--- config.mk ---
export PLATFORM = sky130hd
export DESIGN_NAME = rx_err_fifo
export DESIGN_NICKNAME = d
export VERILOG_FILES = /design/src/rtl/rxef_pkg.sv /design/src/rtl/rxef_store.sv /design/src/rtl/rxef_errcnt.sv /design/src/rtl/rx_err_fifo.sv
export SDC_FILE = /design/constraint.sdc
export NUM_CORES = 1
export LEC_CHECK = 0
export BUFFER_PORTS_ARGS = -buffer_cell sky130_fd_sc_hd__buf_2
export CAP_MARGIN = 0
export CORE_ASPECT_RATIO = 1.2
export CORE_MARGIN = 4
export CORE_UTILIZATION = 40
export CTS_CLUSTER_SIZE = 25
export DETAILED_ROUTE_END_ITERATION = 6
export PLACE_DENSITY = 0.63
export SLEW_MARGIN = 20
export SYNTH_ARGS = -nofsm -noshare
export SYNTH_HDL_FRONTEND = slang
export SYNTH_SLANG_ARGS = --single-unit
--- constraint.sdc ---
create_clock -name clk -period 3.6 [get_ports clk]
set_clock_uncertainty 0.2 [all_clocks]
set_input_delay 0.36 -clock clk [delete_from_list [all_inputs] [get_ports clk]]
set_output_delay 0.36 -clock clk [all_outputs]
set_load 0.01 [all_outputs]
--- src/rtl/rxef_pkg.sv ---
package rxef_pkg;
  localparam int RXEF_DATA_W = 8;

  typedef struct packed {
    logic                   brk;
    logic                   fe;
    logic                   pe;
    logic [RXEF_DATA_W-1:0] data;
  } rx_entry_t;
endpackage

--- src/rtl/rxef_store.sv ---
module rxef_store
  import rxef_pkg::*;
#(
  parameter int DEPTH = 64,
  localparam int AW = $clog2(DEPTH),
  localparam int LW = AW + 1
) (
  input  logic          clk,
  input  logic          rst_n,
  input  logic          wr_en,
  input  rx_entry_t     wr_entry,
  input  logic          rd_en,
  output rx_entry_t     head_entry,
  output logic [LW-1:0] level
);
  localparam logic [LW-1:0] DEPTH_L = LW'(DEPTH);

  rx_entry_t       mem_q [DEPTH];
  logic [AW-1:0]   wr_ptr_q, wr_ptr_d;
  logic [AW-1:0]   rd_ptr_q, rd_ptr_d;
  logic [LW-1:0]   level_q, level_d;

  always_comb begin
    wr_ptr_d = wr_ptr_q;
    rd_ptr_d = rd_ptr_q;
    level_d  = level_q;
    if (wr_en) wr_ptr_d = wr_ptr_q + AW'(1);
    if (rd_en) rd_ptr_d = rd_ptr_q + AW'(1);
    if (wr_en && !rd_en)      level_d = level_q + LW'(1);
    else if (!wr_en && rd_en) level_d = level_q - LW'(1);
  end

  always_ff @(posedge clk or negedge rst_n) begin
    if (!rst_n) begin
      wr_ptr_q <= '0;
      rd_ptr_q <= '0;
      level_q  <= '0;
    end else begin
      wr_ptr_q <= wr_ptr_d;
      rd_ptr_q <= rd_ptr_d;
      level_q  <= level_d;
    end
  end

  always_ff @(posedge clk) begin
    if (wr_en) mem_q[wr_ptr_q] <= wr_entry;
  end

  assign head_entry = mem_q[rd_ptr_q];
  assign level      = level_q;


  level_bound_chk: assert property (@(posedge clk) disable iff (!rst_n)
    level_q <= DEPTH_L);


  no_underrun_chk: assert property (@(posedge clk) disable iff (!rst_n)
    (level_q == '0) |-> !rd_en);
endmodule

--- src/rtl/rxef_errcnt.sv ---
module rxef_errcnt #(
  parameter int DEPTH = 64,
  localparam int CW = $clog2(DEPTH + 1)
) (
  input  logic          clk,
  input  logic          rst_n,
  input  logic          inc,
  input  logic          dec,
  output logic [CW-1:0] count
);
  logic [CW-1:0] cnt_q, cnt_d;

  always_comb begin
    cnt_d = cnt_q;
    if (inc && !dec)      cnt_d = cnt_q + CW'(1);
    else if (!inc && dec) cnt_d = cnt_q - CW'(1);
  end

  always_ff @(posedge clk or negedge rst_n) begin
    if (!rst_n) cnt_q <= '0;
    else        cnt_q <= cnt_d;
  end

  assign count = cnt_q;


  err_no_underflow_chk: assert property (@(posedge clk) disable iff (!rst_n)
    (cnt_q == '0) |-> !(dec && !inc));
endmodule

--- src/rtl/rx_err_fifo.sv ---
module rx_err_fifo
  import rxef_pkg::*;
#(
  parameter int DEPTH = 64,
  localparam int AW = $clog2(DEPTH),
  localparam int LW = AW + 1,
  localparam int CW = $clog2(DEPTH + 1)
) (
  input  logic                   clk,
  input  logic                   rst_n,
  input  logic                   push_i,
  input  logic [RXEF_DATA_W-1:0] push_data_i,
  input  logic                   push_brk_i,
  input  logic                   push_fe_i,
  input  logic                   push_pe_i,
  input  logic                   pop_i,
  input  logic                   lsr_rd_i,
  output logic [RXEF_DATA_W-1:0] rd_data_o,
  output logic                   head_brk_o,
  output logic                   head_fe_o,
  output logic                   head_pe_o,
  output logic                   err_any_o,
  output logic                   overrun_o,
  output logic [LW-1:0]          level_o,
  output logic                   empty_o,
  output logic                   full_o
);
  localparam logic [LW-1:0] DEPTH_L = LW'(DEPTH);

  logic [1:0]    rst_sync_q;
  logic          rst_s_n;
  rx_entry_t     in_entry, head_entry;
  logic [LW-1:0] level;
  logic [CW-1:0] err_cnt;
  logic          is_empty, is_full, pop_ok, push_ok, drop;
  logic          ovr_q, ovr_d;

  always_ff @(posedge clk or negedge rst_n) begin
    if (!rst_n) rst_sync_q <= 2'b00;
    else        rst_sync_q <= {rst_sync_q[0], 1'b1};
  end
  assign rst_s_n = rst_sync_q[1];

  assign in_entry = '{brk: push_brk_i, fe: push_fe_i, pe: push_pe_i, data: push_data_i};
  assign is_empty = (level == '0);
  assign is_full  = (level == DEPTH_L);
  assign pop_ok   = pop_i && !is_empty;
  assign push_ok  = push_i && (!is_full || pop_ok);
  assign drop     = push_i && !push_ok;

  rxef_store #(.DEPTH(DEPTH)) u_store (
    .clk        (clk),
    .rst_n      (rst_s_n),
    .wr_en      (push_ok),
    .wr_entry   (in_entry),
    .rd_en      (pop_ok),
    .head_entry (head_entry),
    .level      (level)
  );

  rxef_errcnt #(.DEPTH(DEPTH)) u_errcnt (
    .clk   (clk),
    .rst_n (rst_s_n),
    .inc   (push_ok && (push_brk_i || push_fe_i || push_pe_i)),
    .dec   (pop_ok && (head_entry.brk || head_entry.fe || head_entry.pe)),
    .count (err_cnt)
  );

  always_comb begin
    ovr_d = ovr_q;
    if (drop)          ovr_d = 1'b1;
    else if (lsr_rd_i) ovr_d = 1'b0;
  end

  always_ff @(posedge clk or negedge rst_s_n) begin
    if (!rst_s_n) ovr_q <= 1'b0;
    else          ovr_q <= ovr_d;
  end

  assign rd_data_o  = is_empty ? '0 : head_entry.data;
  assign head_brk_o = !is_empty && head_entry.brk;
  assign head_fe_o  = !is_empty && head_entry.fe;
  assign head_pe_o  = !is_empty && head_entry.pe;
  assign err_any_o  = (err_cnt != '0);
  assign overrun_o  = ovr_q;
  assign level_o    = level;
  assign empty_o    = is_empty;
  assign full_o     = is_full;


  ovr_set_chk: assert property (@(posedge clk) disable iff (!rst_s_n)
    (push_i && full_o && !pop_i) |=> (overrun_o && full_o));


  ovr_clear_chk: assert property (@(posedge clk) disable iff (!rst_s_n)
    (lsr_rd_i && !(push_i && full_o && !pop_i)) |=> !overrun_o);


  level_hold_chk: assert property (@(posedge clk) disable iff (!rst_s_n)
    (push_i && pop_i && !empty_o) |=> $stable(level_o));


  err_fall_chk: assert property (@(posedge clk) disable iff (!rst_s_n)
    $fell(err_any_o) |-> $past(pop_i));


  err_vs_level_chk: assert property (@(posedge clk) disable iff (!rst_s_n)
    err_any_o |-> !empty_o);
endmodule

# Word-level counts from Yosys, hierarchy flattened
# Memories as Yosys holds them, arrays and structs flattened.
# Index checks and enable logic that the tools add are counted.
totals:
  regBits: 29
  elab_cells: 51
  output_inout_bits: 22
  ram_bits: 704
  n_memories: 1
mem_list:
  columns: ["memory", "depth", "width", "read_ports", "rd_ports_with_merged_regs", "wr", "line_no", "rtl"]
  rows:
  - ["u_store.mem_q", 64, 11, 1, 0, 1, "rxef_store.sv:18", "rx_entry_t mem_q [DEPTH];"]
op_classes:
  reduce_logical: 28
  eq_ne: 1
  n_addsub: 6
  n_mux: 9
op_table:
  columns: ["operator", "n"]
  rows:
  - ["2-to-1 mux 7 bit", 4]
  - ["adder 7 x 1 -> 7 bit (second input constant)", 2]
  - ["subtractor 7 x 1 -> 7 bit (second input constant)", 2]
  - ["adder 6 x 1 -> 6 bit (second input constant)", 2]
  - ["logical AND 1 bit", 12]
  - ["2-to-1 mux 8 bit", 1]
  - ["== test 7 bit (second input constant)", 1]
  - ["logical NOT 7 bit", 1]
  - ["nonzero test 7 bit", 1]
  - ["logical NOT 1 bit", 6]
  - ["nonzero test 2 bit", 3]
  - ["logical OR 1 bit", 5]
  - ["2-to-1 mux 1 bit", 4]

# Depth between registers and ports, before layout
logic_depth:
  ltp_word: 10
  depth_mapped: 22

# Modules after synthesis
# A second synthesis with hierarchy kept.
unflattened:
  cells_unflattened: 1484
  area_unflattened_um2: 29176.7
modules_own_cells:
  columns: ["module", "instances", "cells_each", "area_per_inst_um2"]
  rows:
  - ["rxef_store", 1, 1396, 28352.2]
  - ["rxef_errcnt", 1, 54, 520.5]
  - ["rx_err_fifo", 1, 34, 304.0]

# Worst setup path before layout
# OpenSTA, ideal clock, no wires.
synth_timing:
  kind: "reg-to-reg"
  startpoint: "register u_store.rd_ptr_q[0]"
  endpoint: "register u_errcnt.cnt_q[6], in the netlist u_errcnt.count[6]"
  synth_period_minus_slack_ns: 4.230
  setup_time_ns: 0.125
  stages_incl_launch_ff: 20
  n_path_buf: 4
  slack_ns: -0.630
  arrival_ns: 3.905
  cell_sequence: "dfrtp_1 > buf_4 > buf_6 > buf_4 > buf_4 > mux4_2 > a221oi_1 > o22ai_1 > nor3_1 > a31o_2 > ha_1 > inv_1 > fa_1 > a21o_1 > a21oi_1 > o21bai_1 > a21oi_1 > xnor2_1 > nor2_1 > xor2_1"
synth_between:
  elab_chain_cells: 7
  elab_cells_between_ends: 9
  cone_classes: "mux: 1; reduce/logical: 7; memory: 1"
synth_lines:
  columns: ["item", "line_no", "rtl"]
  rows:
  - ["start: declaration", "rxef_store.sv:20", "logic [AW-1:0] rd_ptr_q, rd_ptr_d;"]
  - ["start signal: assignment", "rxef_store.sv:40", "rd_ptr_q <= rd_ptr_d;"]
  - ["memory read (64 x 11 bit) (*)", null, null]
  - ["logical OR 1 bit", "rx_err_fifo.sv:65", ".dec (pop_ok && (head_entry.brk || head_entry.fe || head_entry.pe)),"]
  - ["logical OR 1 bit (*)", "rx_err_fifo.sv:65", null]
  - ["logical AND 1 bit (*)", "rx_err_fifo.sv:65", null]
  - ["logical NOT 1 bit", "rxef_errcnt.sv:15", "if (inc && !dec) cnt_d = cnt_q + CW'(1);"]
  - ["logical AND 1 bit", "rxef_errcnt.sv:15", null]
  - ["2-to-1 mux 7 bit or nonzero test 2 bit (tied branches)", null, null]
  - ["end signal: assignment", "rxef_errcnt.sv:21", "else cnt_q <= cnt_d;"]
  - ["end: declaration", "rxef_errcnt.sv:11", "logic [CW-1:0] cnt_q, cnt_d;"]
# Mark *: on every way between the ends. The rest lies on a longest branch, timed or not.
# A chain may end at the register's enable or synchronous reset.

# Final worst setup path
layout_timing:
  startpoint: "register u_store.rd_ptr_q[0]"
  endpoint: "output port rd_data_o[4]"
layout_between:
  elab_chain_cells: 2
layout_lines:
  columns: ["item", "line_no", "rtl"]
  rows:
  - ["memory read (64 x 11 bit)", null, null]
  - ["2-to-1 mux 8 bit", "rx_err_fifo.sv:80", "assign rd_data_o = is_empty ? '0 : head_entry.data;"]
  - ["end: declaration", "rx_err_fifo.sv:18", "output logic [RXEF_DATA_W-1:0] rd_data_o,"]
# Every way passes these cells.

==> summary.md <==
| Metric | Value |
|---|---|
| Synthesized area | 28700 um2 |
| Total number of H-tree levels | 3 |
| Failing checks | negative setup slack |
| Antenna violations before repair | 0 |
| Via density | between 5 and 6 |
| Setup Viol. Count Final | 16 |
| Chip Width | 252 um |
| Slew HR | 0.251 |
| Least-Margin Pin Slew | 1.12 ns |
| Crit-path max cell delay | 0.60 ns |
| Hold path start | pop_i |
| TNS Setup | -5.57 ns |
| CTS Buf Count | 71 |
| Max Cap Viol | 0 |
| R2R depth | 20 |
| IO Port Bufs | 37 |
| CP Launch Type | register |
| Avg Inst Size Synth | 21.8 um2 |
| Sink Count | 733 |
| Area contributors post-synth | edfxtp_1 (74%), mux4_2 (16%), dfrtp_1 (2.5%), nor2_1 (1.1%), mux2i_1 (0.98%) |
| Grt ovf | 0 |
| Hold Crit Depth | 5 |
| Area leader, netlist | edfxtp_1 |
| Cell Count, Final, Fillers Out | 2535 |
| Routed wire length | approximately 69000 um |
| Peak VDD IR | 0.309 mV |
| Commonest non-fill, non-tap cell in the layout | edfxtp_1 |
| GPL Wtd Cong | 0.816 |
| M1 GR Usage | 0.236 |
| First-pass GRT wire length | 102000 um |
| Final ANT Viol Nets | 0 |
| I/O pin cnt | 38 |
| Most frequent CP cell | mux4_2 |
| PD cells | about 800 nW/um2 |
| Via count | roughly 14000 |
| Clock latency on the worst-skew pair | 0.61 ns |
| Hold Path Class | in -> reg |
| Total Nets Final | 1587 |
| Post-route clock period utilization | 1.14 |
| Critical path class | reg -> out |
| Initial Utilization | 0.404 |
| Min setup slack post-route | -0.512 ns |
| Warnings from Yosys | 0 |
| Worst Setup SP | u_store.rd_ptr_q[0]$_DFFE_PN0P_ |
| Root buf cell | clkbuf_16 |
| CTS clk-pin slew, worst paths | 0.06 ns |
| Crit path arrival time | 3.55 ns |
| Critical path's slowest cell | mux4_2 |
| Die height | 301 um |
| Deepest clock path buffer count | 3 |
| Area occupied by multi-input gates | 6720 um2 |
| Share of layout cells above drive strength 1 | 0.370 |
| Reg-to-Reg Start | u_store.rd_ptr_q[0]$_DFFE_PN0P_ |
| Required time worst endpoint | 3.04 ns |
| Starting DRC count in detailed routing | 1209 |
| Gr busiest metal | met2 |
| Vias in the first global route | 14900 |
| Leak pwr | between 10 and 15 nW |
| Cell Count Post-Placement | 2377 |
| Filler cell count | 5670 |
| CTS tree | yes |
| Commonest cells after routing, fill and taps aside | edfxtp_1 (704), mux4_2 (202), buf_4 (160) |
| Crit. End Element | output port |
| Row count | roughly 110 |
| Fin crit period | 4.11 ns |
| Unrepaired setup endpoints after global routing | true |
| Slew Limit Fails | 0 |
| Met3 Use GR | 0.0310 |
| Grt met2 use | 0.318 |
| Placeable core region | ~71000 um2 |
| Crit Path Max Fanout | 26 |
| DRT Pass-1 Iters | 5 |
| Design area | 34300 um2 |
| Total die area | roughly 76000 um2 |
| FF+latch count, synth | 733 |
| Post-synthesis cell type count | 49 |
| CP cell instances | buf_12 > buf_12 > buf_16 > mux4_2 > mux4_2 > mux4_2 > nor2b_1 > buf_2 |
| Syn nets | 1346 |
| Area growth, synth to finish | 19.4% |
| FF/Latch Area | 21900 um2 |
| Max Clk Rate | 0.243 GHz |
| Placed cell areas | between 30000 and 40000 um2 |
| DRC | 0 |
| Final hold vios | 0 |
| Outcome | complete, but fails checks |
| Diodes inserted | 0 |
| Largest net degree at the start of global routing | 65 |
| Total Routing Usage GR | 0.183 |
| Dpl hpwl | 43900 um |
| Syn Inst Count | about 1300 |
| Synth top area share | 0.737 |
| Most common flop cell mapped by yosys | edfxtp_1 |
| Seq/Total Area, Yosys | 0.762 |
| Post-synth EDFFs | 704 |
| WL per Instance | 27.0 um |
| Post-synth ARST share | 0.0396 |
## area by class of cell
cell class / instances / share of cell area
well taps: 926 / 0.0338
repair buffers: 235 / 0.0631
multi-input cells: 503 / 0.196
inverters: 11 / 0.00128
clock inverters: 41 / 0.0120
clock buffers: 86 / 0.0550
flip-flops and latches: 733 / 0.639
## critical path: cells and delay by family (launching register included)
family / cells / cell delay (ns)
flip-flops: 1 / 0.45
buffers and inverters: 4 / 0.59
multiplexers: 3 / 1.72
AND/OR/NAND/NOR: 1 / 0.15
## state kept, by name (all words and copies together), names as in the netlist
name	flops
rst_sync_q	2
u_store.mem_q	704
u_errcnt.count	7
overrun_o	1
u_store.level	7
u_store.rd_ptr_q	6
u_store.wr_ptr_q	6
## per-layer routing
metal,part of all wire,wire length [um]
met5,0,0
met4,0.030,2060
met3,0.053,3640
met2,0.52,35900
met1,0.39,27000
## Yosys cell counts (4+ instances only)
master	count
edfxtp_1	704
nor2b_1	15
nand2_1	35
nor2_1	82
buf_2	13
o21bai_1	4
xnor2_1	18
mux2i_1	28
xor2_1	5
ha_1	14
buf_1	18
inv_1	11
nor3_1	6
o21ai_0	13
o22ai_1	5
buf_4	8
a221oi_1	13
a22o_1	4
a21oi_1	14
clkbuf_1	25
a21o_1	4
dfrtp_1	29
nand3_1	8
mux4_2	202
## worst paths after layout
path                                                    to  slack, ns
min reg2reg                          overrun_o$_DFFE_PN0P_       0.06
min                        u_store.wr_ptr_q[1]$_DFFE_PN0P_       0.02
max in group asynchronous          rst_sync_q[1]$_DFF_PN0_       2.65
max                                           rd_data_o[4]      -0.51
min in group asynchronous            overrun_o$_DFFE_PN0P_       0.06
max reg2reg                  u_errcnt.count[6]$_DFFE_PN0P_      -0.50
## cell families after synthesis
family	count (synthesis)	share of synthesized area
compound gates	70	0.0167
buf+inv	78	0.0129
fa+ha+maj	16	0.00750
simple gates	161	0.0246
xor+xnor	23	0.00702
other cells	1	0.000131
mux	232	0.169
flops	733	0.762
## power breakdown
group | internal [mW] | leakage [nW] | switching (mW)
Combinational | 5.07 | 3.43 | 4.83
Sequential | 9.78 | 6.68 | 0.316
Clock | 4.26 | 1.11 | 3.14
## through the flow
| step | power, mW | setup slack [ns] | util | hold WS, ns |
|---|---|---|---|---|
| 2_1_floorplan | 15.6 | -0.315 | - | -0.136 |
| 3_3_place_gp | 18.9 | -0.576 | 0.438 | -0.0555 |
| 3_5_place_dp | 19.0 | -0.565 | 0.438 | -0.0538 |
| 4_1_cts | 27.1 | -0.513 | 0.478 | 0.0607 |
| 5_1_grt | 28.5 | -0.674 | 0.482 | 0.0275 |
| 6_report | 27.4 | -0.512 | 0.482 | 0.0184 |
## timing repair
item | 4_1_cts | 5_1_grt
gates cloned | 6 | 1
gates resized for setup | 57 | 44
endpoints found under the hold margin | 3 | 2
hold buffers | 4 | 1
pin swaps | 17 | 24
endpoints found under the setup margin | 17 | 19
setup buffers | 16 | 4
Note: power is estimated with default switching activity, not from simulation.
